[config.mk]
export PLATFORM = sky130hd
export DESIGN_NAME = wdg_edge_watchdog
export DESIGN_NICKNAME = d
export VERILOG_FILES = /design/src/rtl/wdg_pkg.sv /design/src/rtl/wdg_rst_sync.sv /design/src/rtl/wdg_edge_sync.sv /design/src/rtl/wdg_period_dec.sv /design/src/rtl/wdg_counter.sv /design/src/rtl/wdg_edge_watchdog.sv
export SDC_FILE = /design/constraint.sdc
export NUM_CORES = 1
export LEC_CHECK = 0
export ABC_AREA = 1
export BUFFER_PORTS_ARGS = -buffer_cell sky130_fd_sc_hd__buf_2
export CAP_MARGIN = 20
export CORE_UTILIZATION = 52
export CTS_CLUSTER_DIAMETER = 150
export DETAILED_ROUTE_END_ITERATION = 6
export GPL_TIMING_DRIVEN = 1
export PLACE_DENSITY_LB_ADDON = 0.3
export SYNTH_ARGS = -nofsm -noshare
export SYNTH_HDL_FRONTEND = slang
export SYNTH_SLANG_ARGS = --single-unit
[constraint.sdc]
create_clock -name clk -period 0.8 [get_ports clk]
set_clock_uncertainty 0.1 [all_clocks]
set_input_delay 0.16 -clock clk [delete_from_list [all_inputs] [get_ports clk]]
set_output_delay 0.16 -clock clk [all_outputs]
set_load 0.01 [all_outputs]
[src/rtl/wdg_pkg.sv]
package wdg_pkg;

  typedef enum logic [1:0] {
    SEL_SHORT    = 2'b00,
    SEL_MID      = 2'b01,
    SEL_LONG     = 2'b10,
    SEL_LONG_ALT = 2'b11
  } wdg_sel_e;

  localparam int unsigned MID_RATIO  = 4;
  localparam int unsigned LONG_RATIO = 8;

  function automatic int unsigned cnt_width(input int unsigned base_ticks);
    return $clog2(base_ticks * LONG_RATIO);
  endfunction

endpackage

[src/rtl/wdg_rst_sync.sv]
module wdg_rst_sync (
  input  logic clk,
  input  logic arst_n,
  output logic srst_n
);
  logic [1:0] stage_q;
  logic [1:0] stage_d;

  always_comb begin
    stage_d = {stage_q[0], 1'b1};
  end

  always_ff @(posedge clk or negedge arst_n) begin
    if (!arst_n) begin
      stage_q <= 2'b00;
    end else begin
      stage_q <= stage_d;
    end
  end

  assign srst_n = stage_q[1];
endmodule

[src/rtl/wdg_edge_sync.sv]
module wdg_edge_sync #(
  parameter int unsigned SYNC_STAGES = 2
) (
  input  logic clk,
  input  logic rst_n,
  input  logic strobe_i,
  output logic fall_o
);
  localparam int unsigned LAST = SYNC_STAGES - 1;

  logic [SYNC_STAGES-1:0] sync_q;
  logic [SYNC_STAGES-1:0] sync_d;
  logic                   prev_q;
  logic                   prev_d;

  // each stage samples the one before it; stage 0 samples the pin
  for (genvar g = 0; g < SYNC_STAGES; g++) begin : g_stage
    if (g == 0) begin : g_first
      assign sync_d[g] = strobe_i;
    end else begin : g_rest
      assign sync_d[g] = sync_q[g-1];
    end
  end

  always_comb begin
    prev_d = sync_q[LAST];
  end

  // idle level of the strobe is high, so reset to 1 to avoid a false edge
  always_ff @(posedge clk or negedge rst_n) begin
    if (!rst_n) begin
      sync_q <= '1;
      prev_q <= 1'b1;
    end else begin
      sync_q <= sync_d;
      prev_q <= prev_d;
    end
  end

  assign fall_o = prev_q & ~sync_q[LAST];
endmodule

[src/rtl/wdg_period_dec.sv]
module wdg_period_dec
  import wdg_pkg::*;
#(
  parameter int unsigned BASE_TICKS = 150,
  parameter int unsigned CW         = cnt_width(BASE_TICKS)
) (
  input  logic [1:0]    sel_i,
  output logic [CW-1:0] term_o
);
  localparam logic [CW-1:0] TERM_SHORT = CW'(BASE_TICKS - 1);
  localparam logic [CW-1:0] TERM_MID   = CW'(BASE_TICKS * MID_RATIO - 1);
  localparam logic [CW-1:0] TERM_LONG  = CW'(BASE_TICKS * LONG_RATIO - 1);

  wdg_sel_e sel;

  always_comb begin
    sel = wdg_sel_e'(sel_i);
    unique case (sel)
      SEL_SHORT:    term_o = TERM_SHORT;
      SEL_MID:      term_o = TERM_MID;
      SEL_LONG:     term_o = TERM_LONG;
      SEL_LONG_ALT: term_o = TERM_LONG;
      default:      term_o = TERM_LONG;
    endcase
  end
endmodule

[src/rtl/wdg_counter.sv]
module wdg_counter #(
  parameter int unsigned CW = 11
) (
  input  logic          clk,
  input  logic          rst_n,
  input  logic          tick_i,
  input  logic          restart_i,
  input  logic          hold_i,
  input  logic [CW-1:0] term_i,
  output logic [CW-1:0] count_o,
  output logic          timeout_o
);
  logic [CW-1:0] cnt_q;
  logic [CW-1:0] cnt_d;
  logic          to_q;
  logic          to_d;

  always_comb begin
    cnt_d = cnt_q;
    to_d  = 1'b0;
    if (hold_i || restart_i) begin
      cnt_d = '0;
    end else if (tick_i) begin
      // >= keeps a lowered select from letting the count run past its end
      if (cnt_q >= term_i) begin
        cnt_d = '0;
        to_d  = 1'b1;
      end else begin
        cnt_d = cnt_q + 1'b1;
      end
    end
  end

  always_ff @(posedge clk or negedge rst_n) begin
    if (!rst_n) begin
      cnt_q <= '0;
      to_q  <= 1'b0;
    end else begin
      cnt_q <= cnt_d;
      to_q  <= to_d;
    end
  end

  assign count_o   = cnt_q;
  assign timeout_o = to_q;
endmodule

[src/rtl/wdg_edge_watchdog.sv]
module wdg_edge_watchdog
  import wdg_pkg::*;
#(
  parameter int unsigned BASE_TICKS  = 150,
  parameter int unsigned SYNC_STAGES = 2
) (
  input  logic       clk,
  input  logic       rst_n,
  input  logic       tick_1k,
  input  logic       hold,
  input  logic [1:0] period_sel,
  input  logic       strobe,
  output logic       timeout_pulse
);
  localparam int unsigned CW = cnt_width(BASE_TICKS);

  logic          rst_sync_n;
  logic          fall_evt;
  logic [CW-1:0] term_cnt;
  logic [CW-1:0] count_q;

  wdg_rst_sync u_rst (
    .clk    (clk),
    .arst_n (rst_n),
    .srst_n (rst_sync_n)
  );

  wdg_edge_sync #(.SYNC_STAGES(SYNC_STAGES)) u_edge (
    .clk      (clk),
    .rst_n    (rst_sync_n),
    .strobe_i (strobe),
    .fall_o   (fall_evt)
  );

  wdg_period_dec #(.BASE_TICKS(BASE_TICKS), .CW(CW)) u_dec (
    .sel_i  (period_sel),
    .term_o (term_cnt)
  );

  wdg_counter #(.CW(CW)) u_cnt (
    .clk       (clk),
    .rst_n     (rst_sync_n),
    .tick_i    (tick_1k),
    .restart_i (fall_evt),
    .hold_i    (hold),
    .term_i    (term_cnt),
    .count_o   (count_q),
    .timeout_o (timeout_pulse)
  );
endmodule

==> flow_summary.toml, run 1 <==
[power]
pwr-share-seq = 0.556
p_comb_frac = 0.148
p_sw_uw = 443
p_int_uw = 1170
ir_drop_mv = 0.995
powerDensity_nw_per_um2 = 1070
swShare = 0.274
p_leak_uw = 0.000764
clkPwrFrac = 0.297

[cts]
path_clk_slew_ns = 0.11
cts_root_buf = "clkbuf_4"
numClockSinks = 17
clock_path_buffers = 2
h-tree-depth = 1
clkLatencyLatePin_ns = 0.30
cts_tree = "built"
cts_buffers = 3

[die]
fp.coreArea_um2 = 1780
fp.dieH_um = 46.5
die_w_um = 46.5
ios = 8
rows = 15
dieArea_um2 = 2160
initial_core_util = 0.578

[yosys]
ys_seq_elements = 17
syn_area_per_cell_um2 = 7.58
yosysTopAreaCellShare = 0.340
syn-cell-area_um2 = 1030
synth_cells = 136
synth_area_leaders = "dfrtp_1, nand2_1, ha_1"
yosys_warnings = 0
synthArstFlopShare = 1.00
synth.net_count = 152
yosys-top-cells-count = "nand2_1, nor2_1, inv_1"
ys.flop_type = "dfrtp_1"
synth_most_common_cell = "nand2_1"
synth_edf_count = 0
ys_seq_area_frac = 0.416
yosysTopAreaCell = "dfrtp_1"
yosysUniqueCellTypes = 19

[detailed_routing]
firstDrtPassIters = 4
drt-total-wl_um = 2970
routed_via_density = 5.31
drt_iter0_markers = 27
ant_nets = 0
vias = 1046
wl_per_cell_um = 15.1
drc = 0

[critical_path]
critPathKind = "flip-flop to flip-flop"
crit_arrival_ns = 1.76
cp-end-kind = "flip-flop"
cp_max_fo = 8
startpoint_type = "flip-flop"
cp_data_required_time_ns = 0.89

[timing]
hold_slack_ns = -0.00473
setup_viol = 13
fmax_mhz = 599
rsz0062_at_grt = "true"
timing.final.ws_setup_ns = -0.870
fin_tns_setup_ns = -10.36
fin_crit_sh = 2.09
slew_viol_final = 0
fin_crit_ns = 1.67
hold_viol_final = 3

[run_status]
violations = "negative hold slack, negative setup slack"
status = "finished, violations left"

[placement]
place_ws_ns = -0.879
numPortBuffers = 7
routabilityCongestion = 0.940
dp_hpwl_um = 1860

[global_routing]
grt_pass1_vias = 944
grtUsageTotal = 0.269
grt_pass1_wl_um = 3920
gr-total-overflow = 0
antenna_found_initial = 0
grt_start_max_net_pins = 13

[final_layout]
drive_gt1_frac = 0.419
final_util = 0.844
synthToLayoutAreaGrowth_pct = 46.0
layout.nets = 189
antennaDiodeCount = 0
nFillCells = 96

[min_path]
hold_path.class = "flip-flop to asynchronous set/reset pin"

[flow_run]
cap_violations = 0
[flip-flops by register name, summed over array words and instances, names as in the netlist]
name / cells
u_cnt.timeout_o: 1
u_edge.sync_q: 2
u_edge.prev_q: 1
u_cnt.count_o: 11
u_rst.stage_q: 2
[power groups by stage]
stage	clock network (uW)	registers [uW]	logic, uW
after floorplan	0	919	72.0
after global placement	0	914	162
after detailed placement	0	914	172
after CTS	471	898	193
after global routing	517	901	257
final	480	898	239
[metrics by stage]
| stage | power, uW | cell area [um2] | cells | hold slack [ns] |
|---|---|---|---|---|
| 6_report | 1620 | 1510 | 197 | -0.00473 |
| 5_1_grt | 1680 | 1510 | 197 | 0.00713 |
| 4_1_cts | 1560 | 1370 | 195 | -0.00255 |
| 3_5_place_dp | 1090 | 1270 | 189 | -0.155 |
| 3_3_place_gp | 1080 | 1270 | 189 | -0.156 |
| 2_1_floorplan | 992 | 1030 | 136 | -0.236 |
[layout by cell type (no fill, tap or decap), drive strengths merged]
| cell | n |
|---|---|
| xor2 | 3 |
| clkinv | 1 |
| dfstp | 3 |
| dlygate4sd3 | 2 |
| buf | 31 |
| nand3 | 8 |
| nand4 | 1 |
| dfrtp | 14 |
| nor2 | 24 |
| nand2 | 50 |
| xnor2 | 1 |
| a21o | 1 |
| a21oi | 1 |
| clkbuf | 3 |
| ha | 9 |
| conb | 1 |
| inv | 18 |
| o21ai | 1 |
[final cells by class]
cell class              instances  area [um2]  area share
multi-input cells             100         698       0.464
well taps                      25        31.3      0.0208
inverters                      18        67.6      0.0449
flip-flops and latches         17         429       0.285
clock buffers                   3        22.5      0.0150
clock inverters                 1        5.00     0.00333
repair buffers                 33         251       0.167
[logic make-up (layout without fill, tap and decap cells)]
family | count (synthesis) | count (layout) | share of synthesized area
flops | 17 | 17 | 0.416
fa+ha+maj | 9 | 9 | 0.109
xor+xnor | 4 | 4 | 0.0340
simple gates | 83 | 83 | 0.351
other cells | 1 | 1 | 0.00364
compound gates | 3 | 3 | 0.0170
buf+inv | 19 | 55 | 0.0692
[layer usage]
layer | routed length, um | part of all wire | GRT usage | up-vias
met3 | 149 | 0.050 | 0.0471 | 19
met4 | 138 | 0.047 | 0.124 | 0
met2 | 1590 | 0.53 | 0.486 | 50
met1 | 1090 | 0.37 | 0.301 | 491
met5 | 0 | 0 | 0 | -
li1 | - | - | - | 486
[worst max-delay path, cell delays in order (launching register included)]
cell and delay [ns]:
dfrtp_1 0.46, ha_4 0.30, nand2_1 0.05, nand2_1 0.05, nand2_1 0.05, nand2_1 0.11
nand2_2 0.08, nand3_4 0.11, nand2_4 0.08, nand2_8 0.12, nor2_2 0.05
[timing repair]
action	CTS	global route
gates cloned	0	0
pin swaps	7	11
hold endpoints to repair	6	0
buffers inserted	0	2
resized for setup	9	27
hold buffers	2	0
setup endpoints to repair	13	13
[worst paths after layout]
check	slack (ns)	cells after the start	endpoint	start
min in group clk	0.11	4	u_cnt.timeout_o	hold
max in group asynchronous	0.20	1	u_edge.prev_q	u_rst.stage_q[1]
min	-0.005	0	u_cnt.count_o[9]	u_rst.stage_q[1]
max	-0.87	10	u_cnt.count_o[2]	u_cnt.count_o[4]
max reg2reg	-0.87	10	u_cnt.count_o[2]	u_cnt.count_o[4]
min reg2reg	-0.005	0	u_cnt.count_o[9]	u_rst.stage_q[1]
(Power assumes the default switching activity.)
==> run 2: changes to the inputs <==
--- a/config.mk
+++ b/config.mk
@@ -5,14 +5,13 @@
 export SDC_FILE = /design/constraint.sdc
 export NUM_CORES = 1
 export LEC_CHECK = 0
-export ABC_AREA = 1
 export BUFFER_PORTS_ARGS = -buffer_cell sky130_fd_sc_hd__buf_2
 export CAP_MARGIN = 20
 export CORE_UTILIZATION = 52
 export CTS_CLUSTER_DIAMETER = 150
 export DETAILED_ROUTE_END_ITERATION = 6
 export GPL_TIMING_DRIVEN = 1
-export PLACE_DENSITY_LB_ADDON = 0.3
+export PLACE_DENSITY = 0.77
 export SYNTH_ARGS = -nofsm -noshare
 export SYNTH_HDL_FRONTEND = slang
 export SYNTH_SLANG_ARGS = --single-unit
==> run 2 against run 1 <==
Net effect:
- the run ends with negative setup slack left
- via count shrank 6.3%
- first-iteration DRC count rose by 7.4%
- critical path type unchanged
- fmax shrank 15%
- area after synthesis increased by 3.9%
- routed wire length down 12%
- sequential share of layout area up 0.96 points
- synthesized cell count down 21%
- highest routed layer unchanged
- critical path depth decreased by 3
- final area down 3.2%
- clock power down 0.8%
- power is 1.5% lower
==> flow_summary.toml, run 2 <==
[global_routing]
grt_pass1_wl_um = 3910
grtUsageTotal = 0.255
gr-total-overflow = 0
grt_pass1_vias = 907
grt_start_max_net_pins = 19
antenna_found_initial = 0

[cts]
h-tree-depth = 1
cts_buffers = 3
cts_root_buf = "clkbuf_4"
clock_path_buffers = 2
clkLatencyLatePin_ns = 0.30
numClockSinks = 17
cts_tree = "built"
path_clk_slew_ns = 0.11

[timing]
rsz0062_at_grt = "true"
fin_tns_setup_ns = -13.86
fin_crit_ns = 1.97
fin_crit_sh = 2.46
setup_viol = 13
timing.final.ws_setup_ns = -1.17
hold_viol_final = 0
slew_viol_final = 0
fmax_mhz = 508

[run_status]
status = "finished, violations left"
violations = "negative setup slack"

[power]
swShare = 0.261
p_int_uw = 1180
pwr-share-seq = 0.567
p_comb_frac = 0.134
powerDensity_nw_per_um2 = 1090
ir_drop_mv = 1.05
clkPwrFrac = 0.299
p_sw_uw = 416
p_leak_uw = 0.000668

[detailed_routing]
vias = 980
drc = 0
routed_via_density = 5.73
wl_per_cell_um = 15.2
drt-total-wl_um = 2600
ant_nets = 0
firstDrtPassIters = 4
drt_iter0_markers = 29

[yosys]
synth_cells = 108
synth_edf_count = 0
ys_seq_elements = 17
yosys_warnings = 0
synth_most_common_cell = "dfrtp_1"
yosys-top-cells-count = "dfrtp_1, ha_1, a21oi_1"
yosysTopAreaCell = "dfrtp_1"
synth.net_count = 124
syn-cell-area_um2 = 1070
syn_area_per_cell_um2 = 9.92
synth_area_leaders = "dfrtp_1, ha_1, dfstp_2"
synthArstFlopShare = 1.00
yosysTopAreaCellShare = 0.327
ys_seq_area_frac = 0.401
yosysUniqueCellTypes = 32
ys.flop_type = "dfrtp_1"

[critical_path]
crit_chain = "ha_1, and4b_4, nor4b_4, a211oi_4, clkbuf_16, a31oi_1, a21oi_1"
cp_max_fo = 9
cp-end-kind = "flip-flop"
cp_num_buf_inv = 1
slowest_delay_ns = 0.40
crit_arrival_ns = 2.10
critPathKind = "flip-flop to flip-flop"
critPathTopFamily = "compound AO/OA/AOI/OAI gates"
startpoint_type = "flip-flop"
cp_data_required_time_ns = 0.93
slowest_stage = "dfrtp_1"

[die]
ios = 8
fp.dieH_um = 47.4
rows = 16
dieArea_um2 = 2250
fp.coreArea_um2 = 1940
initial_core_util = 0.552
die_w_um = 47.4

[flow_run]
cap_violations = 0

[final_layout]
antennaDiodeCount = 0
synthToLayoutAreaGrowth_pct = 36.0
layout.nets = 161
largest_reg_flops = 11
layout_common_cells = "buf_4, dfrtp_1, ha_1"
layout.cells.most_common = "buf_4"
drive_gt1_frac = 0.389

[placement]
routabilityCongestion = 0.787
dp_hpwl_um = 1820
place_ws_ns = -1.30
numPortBuffers = 7

[min_path]
hold_path.class = "flip-flop to asynchronous set/reset pin"
[run 2: cell types whose count changed in the layout (fill, tap and decap cells not counted), sizes merged, moves of 3 or more]
cell,delta
nand4b,+6
nand2,-44
a21oi,+7
and3,+4
a31oi,+7
nand2b,+6
inv,-15
nand3b,+5
xor2,-3
buf,+3
nor2,-17
[run 2: per-stage QoR]
step	area, um2	hold WS, ns	total power [uW]	util	instances
after global routing	1460	0.0567	1650	0.750	171
after global placement	1340	-0.155	1100	0.691	163
final	1460	0.0281	1590	0.750	171
after detailed placement	1340	-0.154	1110	0.691	163
after floorplan	1080	-0.236	1010	-	108
after CTS	1420	0.0279	1600	0.729	170
[run 2: path summary, 6_finish.rpt]
kind                                          end  cells after the start              start  slack (ns)
worst max-delay path            u_cnt.count_o[10]                      7  u_cnt.count_o[10]       -1.17
min in group clk                  u_cnt.timeout_o                      3            tick_1k        0.05
worst max register to register  u_cnt.count_o[10]                      7  u_cnt.count_o[10]       -1.17
worst min register to register   u_cnt.count_o[6]                      0   u_rst.stage_q[1]        0.03
max in group asynchronous         u_cnt.timeout_o                      1   u_rst.stage_q[1]        0.18
worst min-delay path             u_cnt.count_o[6]                      0   u_rst.stage_q[1]        0.03
[run 2: logic make-up after synthesis]
family,after synthesis,synth area share
compound gates,25,0.165
fa+ha+maj,9,0.105
buf+inv,8,0.0362
flops,17,0.401
other cells,1,0.00350
simple gates,48,0.290
[run 2: routing by layer]
layer | track usage | part of all wire | vias up
met5 | 0 | 0 | -
met4 | 0.114 | 0.022 | 0
met3 | 0.0346 | 0.047 | 6
met2 | 0.449 | 0.52 | 36
met1 | 0.305 | 0.41 | 465
li1 | - | - | 473
[run 2: repair_timing]
action	in CTS	in global routing
cloned	0	1
setup endpoints to repair	13	13
pin swaps	0	3
gates resized for setup	2	4
setup buffers	1	0
hold buffers	2	0
hold endpoints to repair	3	0
[run 2: power groups by stage]
stage / Clock [uW] / Sequential, uW / Combinational [uW]
2_1_floorplan: 0 / 920 / 92.7
6_report: 476 / 902 / 213
3_5_place_dp: 0 / 920 / 189
5_1_grt: 504 / 906 / 235
3_3_place_gp: 0 / 917 / 182
4_1_cts: 489 / 903 / 204
[run 2: area by class of cell]
type                            instances  area [um2]
Clock inverter                          1        5.00
Sequential cell                        17         429
Multi-Input combinational cell         83         647
Timing Repair Buffer                   37         308
Tap cell                               27        33.8
Fill cell                             132         485
Inverter                                3        11.3
Clock buffer                            3        22.5
==> run 3: changes to the inputs <==
--- a/config.mk
+++ b/config.mk
@@ -5,6 +5,7 @@
 export SDC_FILE = /design/constraint.sdc
 export NUM_CORES = 1
 export LEC_CHECK = 0
+export ABC_AREA = 1
 export BUFFER_PORTS_ARGS = -buffer_cell sky130_fd_sc_hd__buf_2
 export CAP_MARGIN = 20
 export CORE_UTILIZATION = 52
@@ -12,6 +13,7 @@
 export DETAILED_ROUTE_END_ITERATION = 6
 export GPL_TIMING_DRIVEN = 1
 export PLACE_DENSITY = 0.77
+export SETUP_SLACK_MARGIN = 0.4
 export SYNTH_ARGS = -nofsm -noshare
 export SYNTH_HDL_FRONTEND = slang
 export SYNTH_SLANG_ARGS = --single-unit
==> run 3 against run 2 <==
Net effect:
- the flow finishes with violations (negative hold slack, negative setup slack)
- fmax is 25% higher
- global-route usage grew 1.2 points
- hold slack worse by 0.18 ns
- final area shrank 4.0%
- sequential cell count did not move
- clock power is essentially flat
- sequential share of layout area increased by 1.3 points
- cell count grew 15%
- combinational power is 6% lower
- non-clock buffer count is 4 lower
- sequential power down 0.4%
- core utilization is 3.5 points higher
- critical endpoint is now u_cnt.count_o[5]
- largest power group unchanged
==> flow_summary.toml, run 3 (synthesized netlist as in run 1, its figures left out) <==
[timing]
hold_slack_ns = -0.151
hold_viol_final = 1
slew_viol_final = 0
fin_crit_ns = 1.58
timing.final.ws_setup_ns = -0.775
rsz0062_at_grt = "true"
fmax_mhz = 635
setup_viol = 13
fin_tns_setup_ns = -9.34
fin_crit_sh = 1.97

[cts]
cts_root_buf = "clkbuf_4"
cts_hold_buf = 1
cts_tree = "built"
numClockSinks = 17
clock_path_buffers = 2
cts_buffers = 3
path_clk_slew_ns = 0.10
h-tree-depth = 1
clkLatencyLatePin_ns = 0.30

[final_layout]
synthToLayoutAreaGrowth_pct = 35.7
multi_input_area_um2 = 598
nFillCells = 118
drive_gt1_frac = 0.360
final_util = 0.785
layout_common_cells = "nand2_1, buf_4, inv_1"
layout.nets = 189
layout.cells.most_common = "nand2_1"
seq_area_um2 = 430
antennaDiodeCount = 0
largest_reg_flops = 11

[detailed_routing]
vias = 963
firstDrtPassIters = 4
drt_iter0_markers = 28
drt-total-wl_um = 2380
ant_nets = 0
wl_per_cell_um = 12.1
drc = 0
routed_via_density = 4.89

[global_routing]
gr-total-overflow = 0
antenna_found_initial = 0
grt_pass1_wl_um = 3860
grt_pass1_vias = 927
grt_start_max_net_pins = 11
grtUsageTotal = 0.266

[placement]
dp_hpwl_um = 1700
numPortBuffers = 7
routabilityCongestion = 0.904

[die]
dieArea_um2 = 2160
die_w_um = 46.5
fp.dieH_um = 46.5
rows = 15
ios = 8
fp.coreArea_um2 = 1780
initial_core_util = 0.578

[min_path]
hold_path.class = "input pin to flip-flop"

[power]
ir_drop_mv = 1.22
fin_total_pwr_uw = 1570
p_leak_uw = 0.000739
powerDensity_nw_per_um2 = 1120

[run_status]
violations = "negative hold slack, negative setup slack"
status = "finished, violations left"

[critical_path]
startpoint_type = "flip-flop"
critPathKind = "flip-flop to flip-flop"
cp-end-kind = "flip-flop"
crit_arrival_ns = 1.67
cp_max_fo = 8
cp_data_required_time_ns = 0.90

[flow_run]
cap_violations = 0
## run 3: cell types whose count changed in the layout (fill, tap and decap cells not counted), moves of 4 or more
| cell | delta |
|---|---|
| inv_1 | +14 |
| nand2_1 | +40 |
| nand3b_1 | -5 |
| nand4b_1 | -6 |
| a31oi_1 | -7 |
| nor2_1 | +7 |
| a21oi_1 | -6 |
| nor2_2 | +7 |
| nand2b_1 | -6 |
| nand2_2 | +4 |
## run 3: final timing paths
path / start / to / slack (ns) / cells after the start
min in group asynchronous: rst_n / u_rst.stage_q[1] / 0.05 / 2
worst max register to register: u_cnt.count_o[4] / u_cnt.count_o[5] / -0.78 / 10
worst min-delay path: strobe / u_edge.sync_q[0] / -0.15 / 1
worst min register to register: u_rst.stage_q[1] / u_cnt.count_o[0] / 0.10 / 1
max in group asynchronous: u_rst.stage_q[1] / u_edge.sync_q[0] / 0.31 / 1
worst max-delay path: u_cnt.count_o[4] / u_cnt.count_o[5] / -0.78 / 10
## run 3: stage by stage
stage,instance area [um2],cells,setup WS (ns)
6_report,1400,197,-0.775
5_1_grt,1400,197,-0.881
4_1_cts,1390,197,-0.746
3_5_place_dp,1260,189,-0.861
3_3_place_gp,1260,189,-0.790
2_1_floorplan,1030,136,-0.672
## run 3: critical path, stage by stage, from the launching register on
cell and delay [ns]:
dfrtp_1 0.45, ha_4 0.29, nand2_2 0.04, nand2_1 0.06, nand2_1 0.05, nand2_1 0.06
nand2_1 0.06, nand3_2 0.10, nand2_2 0.08, nand2_4 0.12, nor2_1 0.06
## run 3: timing repair
item / CTS / global route
hold endpoints to repair: 3 / 1
endpoints found under the setup margin: 31 / 28
gates resized for setup: 11 / 5
buffers inserted: 3 / 0
cloned: 0 / 0
pin swaps: 10 / 1
## run 3: cell type report
| cell class | count | area share |
|---|---|---|
| well taps | 25 | 0.0224 |
| clock buffers | 3 | 0.0161 |
| inverters | 18 | 0.0483 |
| multi-input cells | 100 | 0.428 |
| clock inverters | 1 | 0.00358 |
| flip-flops and latches | 17 | 0.308 |
| repair buffers | 33 | 0.174 |
## run 3: layer usage
layer,GRT usage,share of wire
met5,0,0
met3,0.0549,0.054
met2,0.467,0.49
met4,0.100,0.020
met1,0.314,0.43
## run 3: power breakdown
part,switching (uW),total (uW),internal (uW),leakage (uW)
Sequential,13.6,898,884,0.000221
Clock,286,473,187,0.0000177
Combinational,107,201,94.7,0.000500
Total,406,1570,1170,0.000739
